File: src/rtl/dma2_pkg.sv
package dma2_pkg;

   typedef enum logic [1:0] {
      ST_IDLE    = 2'd0,
      ST_FETCH   = 2'd1,
      ST_DEPOSIT = 2'd2
   } seq_state_e;

   typedef enum logic [1:0] {
      TRG_PIN    = 2'd0,
      TRG_TIMER  = 2'd1,
      TRG_SERIAL = 2'd2,
      TRG_SOFT   = 2'd3
   } trig_e;

   // control word, bit 0 is arm
   typedef struct packed {
      logic       irq_en;    // 11
      logic       hi_prio;   // 10
      logic [1:0] trig;      // 9:8
      logic [1:0] dst_mode;  // 7:6
      logic [1:0] src_mode;  // 5:4
      logic       dst_io;    // 3
      logic       src_io;    // 2
      logic       word;      // 1
      logic       arm;       // 0
   } ctrl_t;

   localparam int CTRL_W = 12;

   localparam logic [2:0] IDX_SRC_LO = 3'd0;
   localparam logic [2:0] IDX_SRC_HI = 3'd1;
   localparam logic [2:0] IDX_DST_LO = 3'd2;
   localparam logic [2:0] IDX_DST_HI = 3'd3;
   localparam logic [2:0] IDX_COUNT  = 3'd4;
   localparam logic [2:0] IDX_CTRL   = 3'd5;

endpackage

File: src/rtl/dma2_chan.sv
module dma2_chan
   import dma2_pkg::*;
#(
   parameter int ADDR_W  = 20,
   parameter int CNT_W   = 16,
   parameter bit WORD_EN = 1'b1
) (
   input  logic              clk,
   input  logic              rst_n,
   input  logic              wr_en,
   input  logic [2:0]        wr_idx,
   input  logic [15:0]       wr_data,
   input  logic [2:0]        rd_idx,
   output logic [15:0]       rd_data,
   input  logic              pin_req,
   input  logic              timer_req,
   input  logic              serial_req,
   input  logic              src_step,
   input  logic              xfer_done,
   output logic              req,
   output logic              hi_prio,
   output logic              word,
   output logic              src_io,
   output logic              dst_io,
   output logic [ADDR_W-1:0] src_addr,
   output logic [ADDR_W-1:0] dst_addr,
   output logic              irq
);

   localparam int HI_W = ADDR_W - 16;
   localparam logic [CTRL_W-1:0] CTRL_MASK = WORD_EN ? 12'hFFF : 12'hFFD;

   logic [ADDR_W-1:0] src_q, dst_q, delta;
   logic [CNT_W-1:0]  cnt_q;
   ctrl_t             ctrl_q;
   logic              irq_q;
   logic              wr_src_lo, wr_src_hi, wr_dst_lo, wr_dst_hi, wr_cnt, wr_ctrl;
   logic              last;

   assign wr_src_lo = wr_en && (wr_idx == IDX_SRC_LO);
   assign wr_src_hi = wr_en && (wr_idx == IDX_SRC_HI);
   assign wr_dst_lo = wr_en && (wr_idx == IDX_DST_LO);
   assign wr_dst_hi = wr_en && (wr_idx == IDX_DST_HI);
   assign wr_cnt    = wr_en && (wr_idx == IDX_COUNT);
   assign wr_ctrl   = wr_en && (wr_idx == IDX_CTRL);

   assign delta = ctrl_q.word ? ADDR_W'(2) : ADDR_W'(1);
   assign last  = (cnt_q == CNT_W'(1));

   function automatic logic [ADDR_W-1:0] stepped(input logic [ADDR_W-1:0] p,
                                                  input logic [1:0] m);
      case (m)
         2'd1:    return p + delta;
         2'd2:    return p - delta;
         default: return p;
      endcase
   endfunction

   always_ff @(posedge clk) begin
      if (!rst_n) begin
         src_q  <= '0;
         dst_q  <= '0;
         cnt_q  <= '0;
         ctrl_q <= '0;
         irq_q  <= 1'b0;
      end else begin
         if (wr_src_lo || wr_src_hi) begin
            if (wr_src_lo) src_q[15:0]        <= wr_data;
            if (wr_src_hi) src_q[ADDR_W-1:16] <= wr_data[HI_W-1:0];
         end else if (src_step) begin
            src_q <= stepped(src_q, ctrl_q.src_mode);
         end

         if (wr_dst_lo || wr_dst_hi) begin
            if (wr_dst_lo) dst_q[15:0]        <= wr_data;
            if (wr_dst_hi) dst_q[ADDR_W-1:16] <= wr_data[HI_W-1:0];
         end else if (xfer_done) begin
            dst_q <= stepped(dst_q, ctrl_q.dst_mode);
         end

         if (wr_cnt)         cnt_q <= wr_data[CNT_W-1:0];
         else if (xfer_done) cnt_q <= cnt_q - 1'b1;

         if (wr_ctrl)                ctrl_q     <= ctrl_t'(wr_data[CTRL_W-1:0] & CTRL_MASK);
         else if (xfer_done && last) ctrl_q.arm <= 1'b0;

         irq_q <= xfer_done && last && ctrl_q.irq_en;
      end
   end

   always_comb begin
      case (rd_idx)
         IDX_SRC_LO: rd_data = src_q[15:0];
         IDX_SRC_HI: rd_data = 16'(src_q[ADDR_W-1:16]);
         IDX_DST_LO: rd_data = dst_q[15:0];
         IDX_DST_HI: rd_data = 16'(dst_q[ADDR_W-1:16]);
         IDX_COUNT:  rd_data = 16'(cnt_q);
         IDX_CTRL:   rd_data = 16'(ctrl_q);
         default:    rd_data = '0;
      endcase
   end

   logic src_sel;
   always_comb begin
      case (trig_e'(ctrl_q.trig))
         TRG_PIN:    src_sel = pin_req;
         TRG_TIMER:  src_sel = timer_req;
         TRG_SERIAL: src_sel = serial_req;
         default:    src_sel = 1'b1;
      endcase
   end

   assign req      = ctrl_q.arm && src_sel;
   assign hi_prio  = ctrl_q.hi_prio;
   assign word     = ctrl_q.word;
   assign src_io   = ctrl_q.src_io;
   assign dst_io   = ctrl_q.dst_io;
   assign src_addr = src_q;
   assign dst_addr = dst_q;
   assign irq      = irq_q;

   // the final transfer disarms the channel unless software rewrites control
   assert_arm_clear_R7: assert property (@(posedge clk) disable iff (!rst_n)
      (xfer_done && last && !wr_ctrl) |=> !ctrl_q.arm);

   // completion is a single-clock pulse
   assert_irq_pulse_R7: assert property (@(posedge clk) disable iff (!rst_n)
      irq |=> !irq);

endmodule

File: src/rtl/dma2_arb.sv
module dma2_arb (
   input  logic       clk,
   input  logic       rst_n,
   input  logic       open,
   input  logic [1:0] req,
   input  logic [1:0] hi,
   output logic [1:0] gnt
);

   logic last_q;   // channel granted most recently

   always_comb begin
      gnt = 2'b00;
      if (open) begin
         if (req == 2'b11) begin
            if (hi[0] != hi[1]) gnt = hi[1] ? 2'b10 : 2'b01;
            else                gnt = last_q ? 2'b01 : 2'b10;
         end else begin
            gnt = req;
         end
      end
   end

   always_ff @(posedge clk) begin
      if (!rst_n)        last_q <= 1'b1;
      else if (|gnt)     last_q <= gnt[1];
   end

   // never more than one channel owns a transfer
   assert_grant_onehot_R9: assert property (@(posedge clk) disable iff (!rst_n)
      $onehot0(gnt));

   // after an equal-priority tie, the same tie goes the other way next time
   assert_rr_alternate_R10: assert property (@(posedge clk) disable iff (!rst_n)
      (open && req == 2'b11 && hi[0] == hi[1] && gnt[0]) |=> (last_q == 1'b0));

   // with both requesting and differing priority, the low one never wins
   assert_prio_wins_R9: assert property (@(posedge clk) disable iff (!rst_n)
      (open && req == 2'b11 && hi == 2'b10) |-> !gnt[0]);

endmodule

File: src/rtl/dma2_seq.sv
module dma2_seq
   import dma2_pkg::*;
#(
   parameter int ADDR_W       = 20,
   parameter int DATA_W       = 16,
   parameter int MIN_BUS_CLKS = 4
) (
   input  logic                   clk,
   input  logic                   rst_n,
   input  logic [1:0]             gnt,
   input  logic [1:0][ADDR_W-1:0] src_addr,
   input  logic [1:0][ADDR_W-1:0] dst_addr,
   input  logic [1:0]             word,
   input  logic [1:0]             src_io,
   input  logic [1:0]             dst_io,
   output logic                   open,
   output logic [1:0]             src_step,
   output logic [1:0]             xfer_done,
   output logic                   bus_req,
   output logic                   bus_we,
   output logic                   bus_io,
   output logic                   bus_word,
   output logic [ADDR_W-1:0]      bus_addr,
   output logic [DATA_W-1:0]      bus_wdata,
   input  logic [DATA_W-1:0]      bus_rdata,
   input  logic                   bus_ack
);

   localparam int CW   = $clog2(MIN_BUS_CLKS + 1);
   localparam int HALF = DATA_W / 2;
   localparam logic [CW-1:0] CYC_LAST = CW'(MIN_BUS_CLKS - 1);

   seq_state_e        state_q;
   logic              ch_q, io_q, word_q;
   logic [CW-1:0]     cyc_q;
   logic [ADDR_W-1:0] addr_q;
   logic [DATA_W-1:0] data_q, fetched;
   logic              cyc_end;
   logic [HALF-1:0]   lane;

   assign cyc_end = (state_q != ST_IDLE) && bus_ack && (cyc_q == CYC_LAST);
   assign lane    = addr_q[0] ? bus_rdata[DATA_W-1:HALF] : bus_rdata[HALF-1:0];
   assign fetched = word_q ? bus_rdata : {2{lane}};

   always_ff @(posedge clk) begin
      if (!rst_n) begin
         state_q <= ST_IDLE;
         ch_q    <= 1'b0;
         io_q    <= 1'b0;
         word_q  <= 1'b0;
         cyc_q   <= '0;
         addr_q  <= '0;
         data_q  <= '0;
      end else begin
         case (state_q)
            ST_IDLE: begin
               if (|gnt) begin
                  ch_q    <= gnt[1];
                  addr_q  <= src_addr[gnt[1]];
                  io_q    <= src_io[gnt[1]];
                  word_q  <= word[gnt[1]];
                  cyc_q   <= '0;
                  state_q <= ST_FETCH;
               end
            end
            ST_FETCH: begin
               if (cyc_end) begin
                  data_q  <= fetched;
                  addr_q  <= dst_addr[ch_q];
                  io_q    <= dst_io[ch_q];
                  cyc_q   <= '0;
                  state_q <= ST_DEPOSIT;
               end else if (cyc_q != CYC_LAST) begin
                  cyc_q <= cyc_q + 1'b1;
               end
            end
            ST_DEPOSIT: begin
               if (cyc_end)                state_q <= ST_IDLE;
               else if (cyc_q != CYC_LAST) cyc_q   <= cyc_q + 1'b1;
            end
            default: state_q <= ST_IDLE;
         endcase
      end
   end

   assign open      = (state_q == ST_IDLE);
   assign src_step  = (state_q == ST_FETCH   && cyc_end) ? {ch_q, ~ch_q} : 2'b00;
   assign xfer_done = (state_q == ST_DEPOSIT && cyc_end) ? {ch_q, ~ch_q} : 2'b00;
   assign bus_req   = (state_q != ST_IDLE);
   assign bus_we    = (state_q == ST_DEPOSIT);
   assign bus_io    = io_q;
   assign bus_word  = word_q;
   assign bus_addr  = addr_q;
   assign bus_wdata = data_q;

   // a bus cycle never drops its request before it completes
   assert_req_hold_R3: assert property (@(posedge clk) disable iff (!rst_n)
      (bus_req && !cyc_end) |=> bus_req);

   // a fetch is always followed by a deposit
   assert_fetch_then_deposit_R3: assert property (@(posedge clk) disable iff (!rst_n)
      (bus_req && !bus_we && cyc_end) |=> (bus_req && bus_we));

   // address and kind of cycle are frozen until the cycle ends
   assert_addr_stable_R12: assert property (@(posedge clk) disable iff (!rst_n)
      (bus_req && !cyc_end) |=> ($stable(bus_addr) && $stable(bus_we) && $stable(bus_io)));

endmodule

File: src/rtl/dma2_engine.sv
module dma2_engine #(
   parameter int ADDR_W       = 20,
   parameter int CNT_W        = 16,
   parameter int MIN_BUS_CLKS = 4,
   parameter bit WORD_EN      = 1'b1
) (
   input  logic              clk,
   input  logic              rst_n,
   input  logic              reg_we,
   input  logic [3:0]        reg_addr,
   input  logic [15:0]       reg_wdata,
   output logic [15:0]       reg_rdata,
   input  logic [1:0]        ext_req,
   input  logic              timer_evt,
   input  logic [1:0]        serial_req,
   output logic              bus_req,
   output logic              bus_we,
   output logic              bus_io,
   output logic              bus_word,
   output logic [ADDR_W-1:0] bus_addr,
   output logic [15:0]       bus_wdata,
   input  logic [15:0]       bus_rdata,
   input  logic              bus_ack,
   output logic [1:0]        done_irq
);

   localparam int NUM_CH = 2;

   if (ADDR_W < 17 || ADDR_W > 32) begin : g_bad_addr_w
      $error("dma2_engine: ADDR_W must lie in 17..32");
   end
   if (CNT_W < 1 || CNT_W > 16) begin : g_bad_cnt_w
      $error("dma2_engine: CNT_W must lie in 1..16");
   end
   if (MIN_BUS_CLKS < 1) begin : g_bad_min
      $error("dma2_engine: MIN_BUS_CLKS must be at least 1");
   end

   logic [NUM_CH-1:0][15:0]       rd_ch;
   logic [NUM_CH-1:0][ADDR_W-1:0] src_addr, dst_addr;
   logic [NUM_CH-1:0]             req, hi, word, src_io, dst_io;
   logic [NUM_CH-1:0]             src_step, xfer_done, gnt;
   logic                          open;

   for (genvar c = 0; c < NUM_CH; c++) begin : g_ch
      dma2_chan #(
         .ADDR_W (ADDR_W),
         .CNT_W  (CNT_W),
         .WORD_EN(WORD_EN)
      ) u_chan (
         .clk       (clk),
         .rst_n     (rst_n),
         .wr_en     (reg_we && (reg_addr[3] == 1'(c))),
         .wr_idx    (reg_addr[2:0]),
         .wr_data   (reg_wdata),
         .rd_idx    (reg_addr[2:0]),
         .rd_data   (rd_ch[c]),
         .pin_req   (ext_req[c]),
         .timer_req (timer_evt),
         .serial_req(serial_req[c]),
         .src_step  (src_step[c]),
         .xfer_done (xfer_done[c]),
         .req       (req[c]),
         .hi_prio   (hi[c]),
         .word      (word[c]),
         .src_io    (src_io[c]),
         .dst_io    (dst_io[c]),
         .src_addr  (src_addr[c]),
         .dst_addr  (dst_addr[c]),
         .irq       (done_irq[c])
      );
   end

   assign reg_rdata = rd_ch[reg_addr[3]];

   dma2_arb u_arb (
      .clk  (clk),
      .rst_n(rst_n),
      .open (open),
      .req  (req),
      .hi   (hi),
      .gnt  (gnt)
   );

   dma2_seq #(
      .ADDR_W      (ADDR_W),
      .DATA_W      (16),
      .MIN_BUS_CLKS(MIN_BUS_CLKS)
   ) u_seq (
      .clk      (clk),
      .rst_n    (rst_n),
      .gnt      (gnt),
      .src_addr (src_addr),
      .dst_addr (dst_addr),
      .word     (word),
      .src_io   (src_io),
      .dst_io   (dst_io),
      .open     (open),
      .src_step (src_step),
      .xfer_done(xfer_done),
      .bus_req  (bus_req),
      .bus_we   (bus_we),
      .bus_io   (bus_io),
      .bus_word (bus_word),
      .bus_addr (bus_addr),
      .bus_wdata(bus_wdata),
      .bus_rdata(bus_rdata),
      .bus_ack  (bus_ack)
   );

endmodule

File: config.mk
export PLATFORM = sky130hd
export DESIGN_NAME = dma2_engine
export DESIGN_NICKNAME = d
export VERILOG_FILES = /design/src/rtl/dma2_pkg.sv /design/src/rtl/dma2_chan.sv /design/src/rtl/dma2_arb.sv /design/src/rtl/dma2_seq.sv /design/src/rtl/dma2_engine.sv
export SDC_FILE = /design/constraint.sdc
export NUM_CORES = 1
export LEC_CHECK = 0
export CELL_PAD_IN_SITES_DETAIL_PLACEMENT = 0
export CELL_PAD_IN_SITES_GLOBAL_PLACEMENT = 1
export CORE_MARGIN = 4
export CORE_UTILIZATION = 48
export CTS_CLUSTER_SIZE = 16
export DETAILED_ROUTE_END_ITERATION = 12
export MAX_ROUTING_LAYER = met4
export PLACE_DENSITY = 0.95
export SYNTH_ARGS = -nofsm -noshare
export SYNTH_HDL_FRONTEND = slang
export SYNTH_SLANG_ARGS = --single-unit
File: constraint.sdc
create_clock -name clk -period 7.03 [get_ports clk]
set_input_delay 0.703 -clock clk [delete_from_list [all_inputs] [get_ports clk]]
set_output_delay 0.703 -clock clk [all_outputs]
set_load 0.1 [all_outputs]
; ---- After elaboration in Yosys (flattened, before gate mapping)
; Index checks and enable logic that the tools add are counted.
[word_totals]
out_inout_bits = 58
latchBits = 0
ram_bits = 0
n_memories = 0
rom_bits = 0
reg_bits = 183
[op_classes]
n_reduce_logical = 61
n_lt_le_gt_ge = 3
muxes = 70
n_bitwise = 2
mul = 0
addsub = 11
eq_ne = 37
n_shift = 0
div = 0
[op_table]
columns = operator, count
row1 = 2-to-1 mux 20 bit, 14
row2 = one-hot mux 20 bit (2 select lines), 5
row3 = one-hot mux 16 bit (6 select lines), 2
row4 = 2-to-1 mux 16 bit, 11
row5 = adder 20 bit, 4
row6 = subtractor 20 bit, 4
row7 = AND reduction 3 bit, 11
row8 = equality test 16 x 1 -> 1 bit (second input constant), 2
row9 = subtractor 16 x 1 -> 16 bit (second input constant), 2
row10 = logical AND 1 bit, 24
row11 = 2-to-1 mux 2 bit, 12
row12 = inequality test 2 x 1 -> 1 bit (second input constant), 11
row13 = nonzero test 2 bit, 10
row14 = equality test 2 bit (second input constant), 8
row15 = 2-to-1 mux 4 bit, 4
row16 = nonzero test 3 bit, 5
row17 = equality test 2 x 1 -> 1 bit (second input constant), 7
row18 = 2-to-1 mux 1 bit, 12
row19 = 2-to-1 mux 3 bit, 4
row20 = equality test 3 x 2 -> 1 bit (second input constant), 3
row21 = one-hot mux 3 bit (3 select lines), 1
row22 = 2-to-1 mux 8 bit, 1
row23 = equality test 3 bit (second input constant), 2
row24 = logical NOT 2 bit, 3
row25 = 14 further kinds, 22

; ---- Depth between registers and ports, before layout
[depth]
ltp_word = 10
depth_mapped = 13
mapped_depth_nobuf = 10

; ---- By module
; A second synthesis with hierarchy kept.
[unflattened]
hier_cells = 1991
hier_area_um2 = 14858.0
[modules_own_cells]
columns = mod, cells_each, n_inst, seq_area_each_um2, area_per_inst_um2
row1 = dma2_chan (g_ch[0].u_chan), 880, 1, 1381.3, 6226.0
row2 = dma2_chan (g_ch[1].u_chan), 772, 1, 1381.3, 5544.1
row3 = dma2_seq, 308, 1, 880.8, 2750.1
row4 = dma2_engine, 20, 1, 0.0, 257.7
row5 = dma2_arb, 11, 1, 20.0, 80.1

; ---- Least setup slack after synthesis
; OpenSTA, ideal clock, no wires.
[synth_path]
path_type = input -> output
from = in reg_addr[2]
to = out reg_rdata[10]
cell_stages = 6
n_path_buf = 4
setup_slack_ns = 2.127
t_arrival_ns = 4.200
path_cell_list = clkbuf_1 -> buf_1 -> clkbuf_1 -> clkbuf_1 -> a311oi_1 -> a211oi_1
[synth_between]
elab_chain_len = 4
[synth_lines]
columns = element, line
row1 = from (decl), dma2_engine.sv:10  ; input logic [3:0] reg_addr,
row2 = equality test 3 bit (tied with other cells), dma2_chan.sv:92  ; case (rd_idx)
row3 = one-hot mux 16 bit (6 select lines), dma2_chan.sv:92
row4 = 2-to-1 mux 16 bit (not written as such) * (2 in series), dma2_engine.sv:74  ; assign reg_rdata = rd_ch[reg_addr[3]];
row5 = to (decl), dma2_engine.sv:12  ; output logic [15:0] reg_rdata,
; Every way passes the cells marked *; elsewhere a longest branch is shown, timed or not. The select of a mux whose other input is x is not followed.

; ---- Worst setup path in the final report
[layout_path]
from = in reg_addr[2]
to = out reg_rdata[1]
; The elaborated chain is that of the path after synthesis.

==> run_results.csv <==
group,metric,value,unit
status,outcome,"complete, no violations",
cts,htreeDepth,4,
setup_path,cp_max_fo,14,
yosys,synthDistinctLibCells,86,
timing,fin_tns_setup,0,ps
worst_hold_path,worstHoldPathCells,2,
floorplanning,die_area,32290,um^2
global_route,grt_max_degree,67,
global_route,antenna_found_initial,4,
global_route,grt_usage,35.45,%
cts,cts-buffers-inserted,17,
drt,ant_nets,0,
timing,hold_viol,0,
drt,wirelength,58780,um
setup_path,worstPathRequired,6330,ps
floorplanning,fp-row-count,62,
drt,first_pass_iters,5,
drt,vias,15820,
setup_path,crit_arrival,4030,ps
floorplanning,io_pins,103,
worst_hold_path,hold_class,"reg2reg",
cts,max-clock-path-buffers,2,
floorplanning,die_y,179.7,um
yosys,synth_edf_count,0,
yosys,postSynthAreaPerCell,7.223,um^2
floorplanning,start_util,49.03,%
timing,min_period,4735,ps
final_layout,drive_above_1_share,6.712,%
drt,drcViolationCount,0,
drt,detail_route.wl_per_cell,25.45,um
final_layout,fillCellCount,2830,
drt,vias_per_cell,6.847,
yosys,syn_nets,2025,
yosys,synth_seq_cells,183,
timing,rsz0062_at_grt,"no",
drt,drt_iter0_drc,1996,
cts,post_cts_resize_count,0,
timing,slew_headroom,12.18,%
timing,min_period_over_period,67.35,%
place,port_buffers,102,
final_layout,fin_area,15750,um^2
cts,clk_pin_slew,80,ps
yosys,yosysSeqAreaShare,25.89,%
pwr,ir_drop,0.1406,mV
yosys,synth_warnings,0,
setup_path,cp-start-kind,"input port",
timing,finalMaxSlewViolations,0,
global_route,grt_pass1_wl,88300,um
timing,timing.fmax,211.2,MHz
run,cap_violations,0,
floorplanning,coreArea,28860,um^2
place,place_area,15140,um^2
yosys,postSynthCellCount,1959,
place,place_hpwl,41140,um
global_route,grt_overflow,0,
place,place.gp.congestion,1.007,
yosys,ys.flop_type,"dfxtp_1",
cts,worstSkewPairLatency,450,ps
yosys,netlist_area,14150,um^2
timing,fin_worst_skew,17.05,ps
pwr,finalPower,0.002409,W
global_route,grt_pass1_vias,14380,
timing,setup_viol,0,
final_layout,syn_to_final_growth,11.31,%
pwr,powerDensity,152.9,nW/um^2
floorplanning,fp.dieW,179.7,um
setup_path,crit_type,"in2out",
timing,worst_pin_slew,1315,ps
pwr,p_leak,5.028,nW
final_layout,nets,1977,
cts,cts_setup_buffers,0,
yosys,synth_async_sr_flop_share,0,%
cts,cts_sinks,183,
setup_path,reg2regPathDepth,9,
setup_path,cp-end-kind,"primary output",
cts,cts_root_buffer,"clkbuf_16",
cts,cts_hold_buf,0,
cts,cts_tree,"yes",
## cells in the mapped netlist, types with 5 or more instances
cell / n / area share, %
and3_1: 22 / 0.97
a21o_1: 12 / 0.64
and4_1: 8 / 0.50
nor3_1: 64 / 2.3
or2_2: 13 / 0.57
o21ai_1: 5 / 0.18
o221ai_1: 5 / 0.31
xnor2_1: 28 / 1.7
a41oi_1: 7 / 0.43
clkbuf_1: 172 / 4.6
o32ai_1: 8 / 0.50
ha_1: 17 / 1.5
o31a_1: 6 / 0.37
nand2b_1: 19 / 0.84
and2_1: 23 / 1.0
nor2b_1: 19 / 0.84
a2bb2oi_1: 6 / 0.37
a22oi_1: 43 / 2.3
a32o_1: 24 / 1.7
xor2_1: 9 / 0.56
o211ai_1: 27 / 1.4
or4_1: 20 / 1.1
a211oi_1: 38 / 2.0
dfxtp_1: 183 / 26
o21ai_0: 99 / 3.5
nor4_1: 45 / 2.0
o2111ai_1: 5 / 0.31
or3_1: 24 / 1.1
nand4_1: 30 / 1.3
a311oi_1: 18 / 1.1
mux2_2: 27 / 2.1
mux2i_1: 69 / 4.9
a31oi_1: 33 / 1.5
buf_1: 17 / 0.45
nand2_1: 246 / 6.5
o21a_1: 21 / 1.1
nand3_1: 80 / 2.8
nor2_1: 170 / 4.5
nor3b_1: 7 / 0.37
a21oi_1: 108 / 3.8
inv_1: 39 / 1.0
o31ai_1: 14 / 0.74
nand3b_1: 12 / 0.64
a22o_1: 14 / 0.87
o22ai_1: 21 / 0.93
## final timing paths
path	from	to	slack (ps)
setup / recovery	reg_addr[2]	reg_rdata[1]	2300
hold / removal	g_ch[0].u_chan.dst_addr[0]	g_ch[0].u_chan.dst_addr[0]	460
hold reg to reg	g_ch[0].u_chan.dst_addr[0]	g_ch[0].u_chan.dst_addr[0]	460
setup reg to reg	g_ch[1].u_chan.ctrl_q[4]	g_ch[1].u_chan.src_addr[16]	3060
## cell usage in the layout, fill, tap and decap left out, types with 19 or more instances in the layout
cell / n
a211oi_1: 38
a21oi_1: 108
a22oi_1: 43
a31oi_1: 32
a32o_1: 24
and2_1: 23
and3_1: 22
buf_4: 31
clkdlybuf4s50_1: 97
dfxtp_1: 183
inv_1: 38
mux2_2: 27
mux2i_1: 69
nand2_1: 246
nand2b_1: 19
nand3_1: 80
nand4_1: 30
nor2_1: 169
nor2b_1: 19
nor3_1: 64
nor4_1: 45
o211ai_1: 27
o21a_1: 21
o21ai_0: 99
o22ai_1: 21
or3_1: 24
or4_1: 20
xnor2_1: 28
## flip-flops by register name, indices dropped and copies added, names as in the netlist
register,flops
u_seq.cyc_q,3
g_ch.u_chan.src_io,2
g_ch.u_chan.irq,2
g_ch.u_chan.dst_addr,40
g_ch.u_chan.hi_prio,2
u_seq.state_q,2
u_seq.ch_q,1
g_ch.u_chan.ctrl_q,16
u_arb.last_q,1
u_seq.bus_wdata,16
g_ch.u_chan.word,2
u_seq.bus_word,1
g_ch.u_chan.dst_io,2
u_seq.bus_addr,20
g_ch.u_chan.cnt_q,32
u_seq.bus_io,1
g_ch.u_chan.src_addr,40
## logic make-up (layout without fill, tap and decap cells)
kind of cell / count (synthesis) / count (layout) / share of synthesized area, %
XOR/XNOR: 37 / 37 / 2.290
multiplexers: 97 / 97 / 7.189
buffers and inverters: 240 / 203 / 6.588
AO/OA/AOI/OAI: 548 / 548 / 26.38
flip-flops: 183 / 183 / 25.89
AND/OR/NAND/NOR: 832 / 832 / 29.53
other: 0 / 4 / 0
adder cells (fa/ha/maj): 22 / 22 / 2.140
## power by group
| group | switching, W | leakage (nW) | internal (W) | total, W |
|---|---|---|---|---|
| clock network | 0.000482 | 0.288 | 0.000563 | 0.00104 |
| registers | 0.0000258 | 1.48 | 0.00105 | 0.00107 |
| logic | 0.000202 | 3.26 | 0.0000898 | 0.000292 |
## area by class of cell
class | instances | area (um^2) | share of cell area, %
antenna | 4 | 10.01 | 0.06355
inverter | 40 | 152.6 | 0.9692
timing repair buffer | 133 | 1229 | 7.801
tap | 384 | 480.5 | 3.051
multi-input combinational | 1536 | 9619 | 61.07
sequential | 183 | 3664 | 23.26
clock buffer | 17 | 425.4 | 2.701
clock inverter | 13 | 170.2 | 1.080
## worst max-delay path, stage by stage
cell	delay (ps)
buf_2	170
nor2b_1	1040
a22oi_1	230
o211ai_1	290
o22ai_1	130
a21oi_1	270
clkdlybuf4s50_1	1200
## per-stage QoR
stage	cells	util, %	setup WS (ps)	hold WS (ps)
floorplan	1959	-	2127	424.0
global placement	2276	52.48	2427	440.3
detailed placement	2276	52.48	2416	450.7
CTS	2306	54.54	2406	459.3
global route	2310	54.58	2175	482.6
finish	2310	54.58	2295	459.2
## layer usage
| layer | wire (um) | up-vias | track usage [%] |
|---|---|---|---|
| met5 | 0 | - | - |
| met1 | 24070 | 7494 | 47.26 |
| met3 | 6460 | 187 | 6.447 |
| li1 | - | 7176 | - |
| met2 | 24670 | 960 | 51.43 |
| met4 | 3587 | 0 | 18.17 |
No activity file was read; power rests on OpenSTA's default activity.
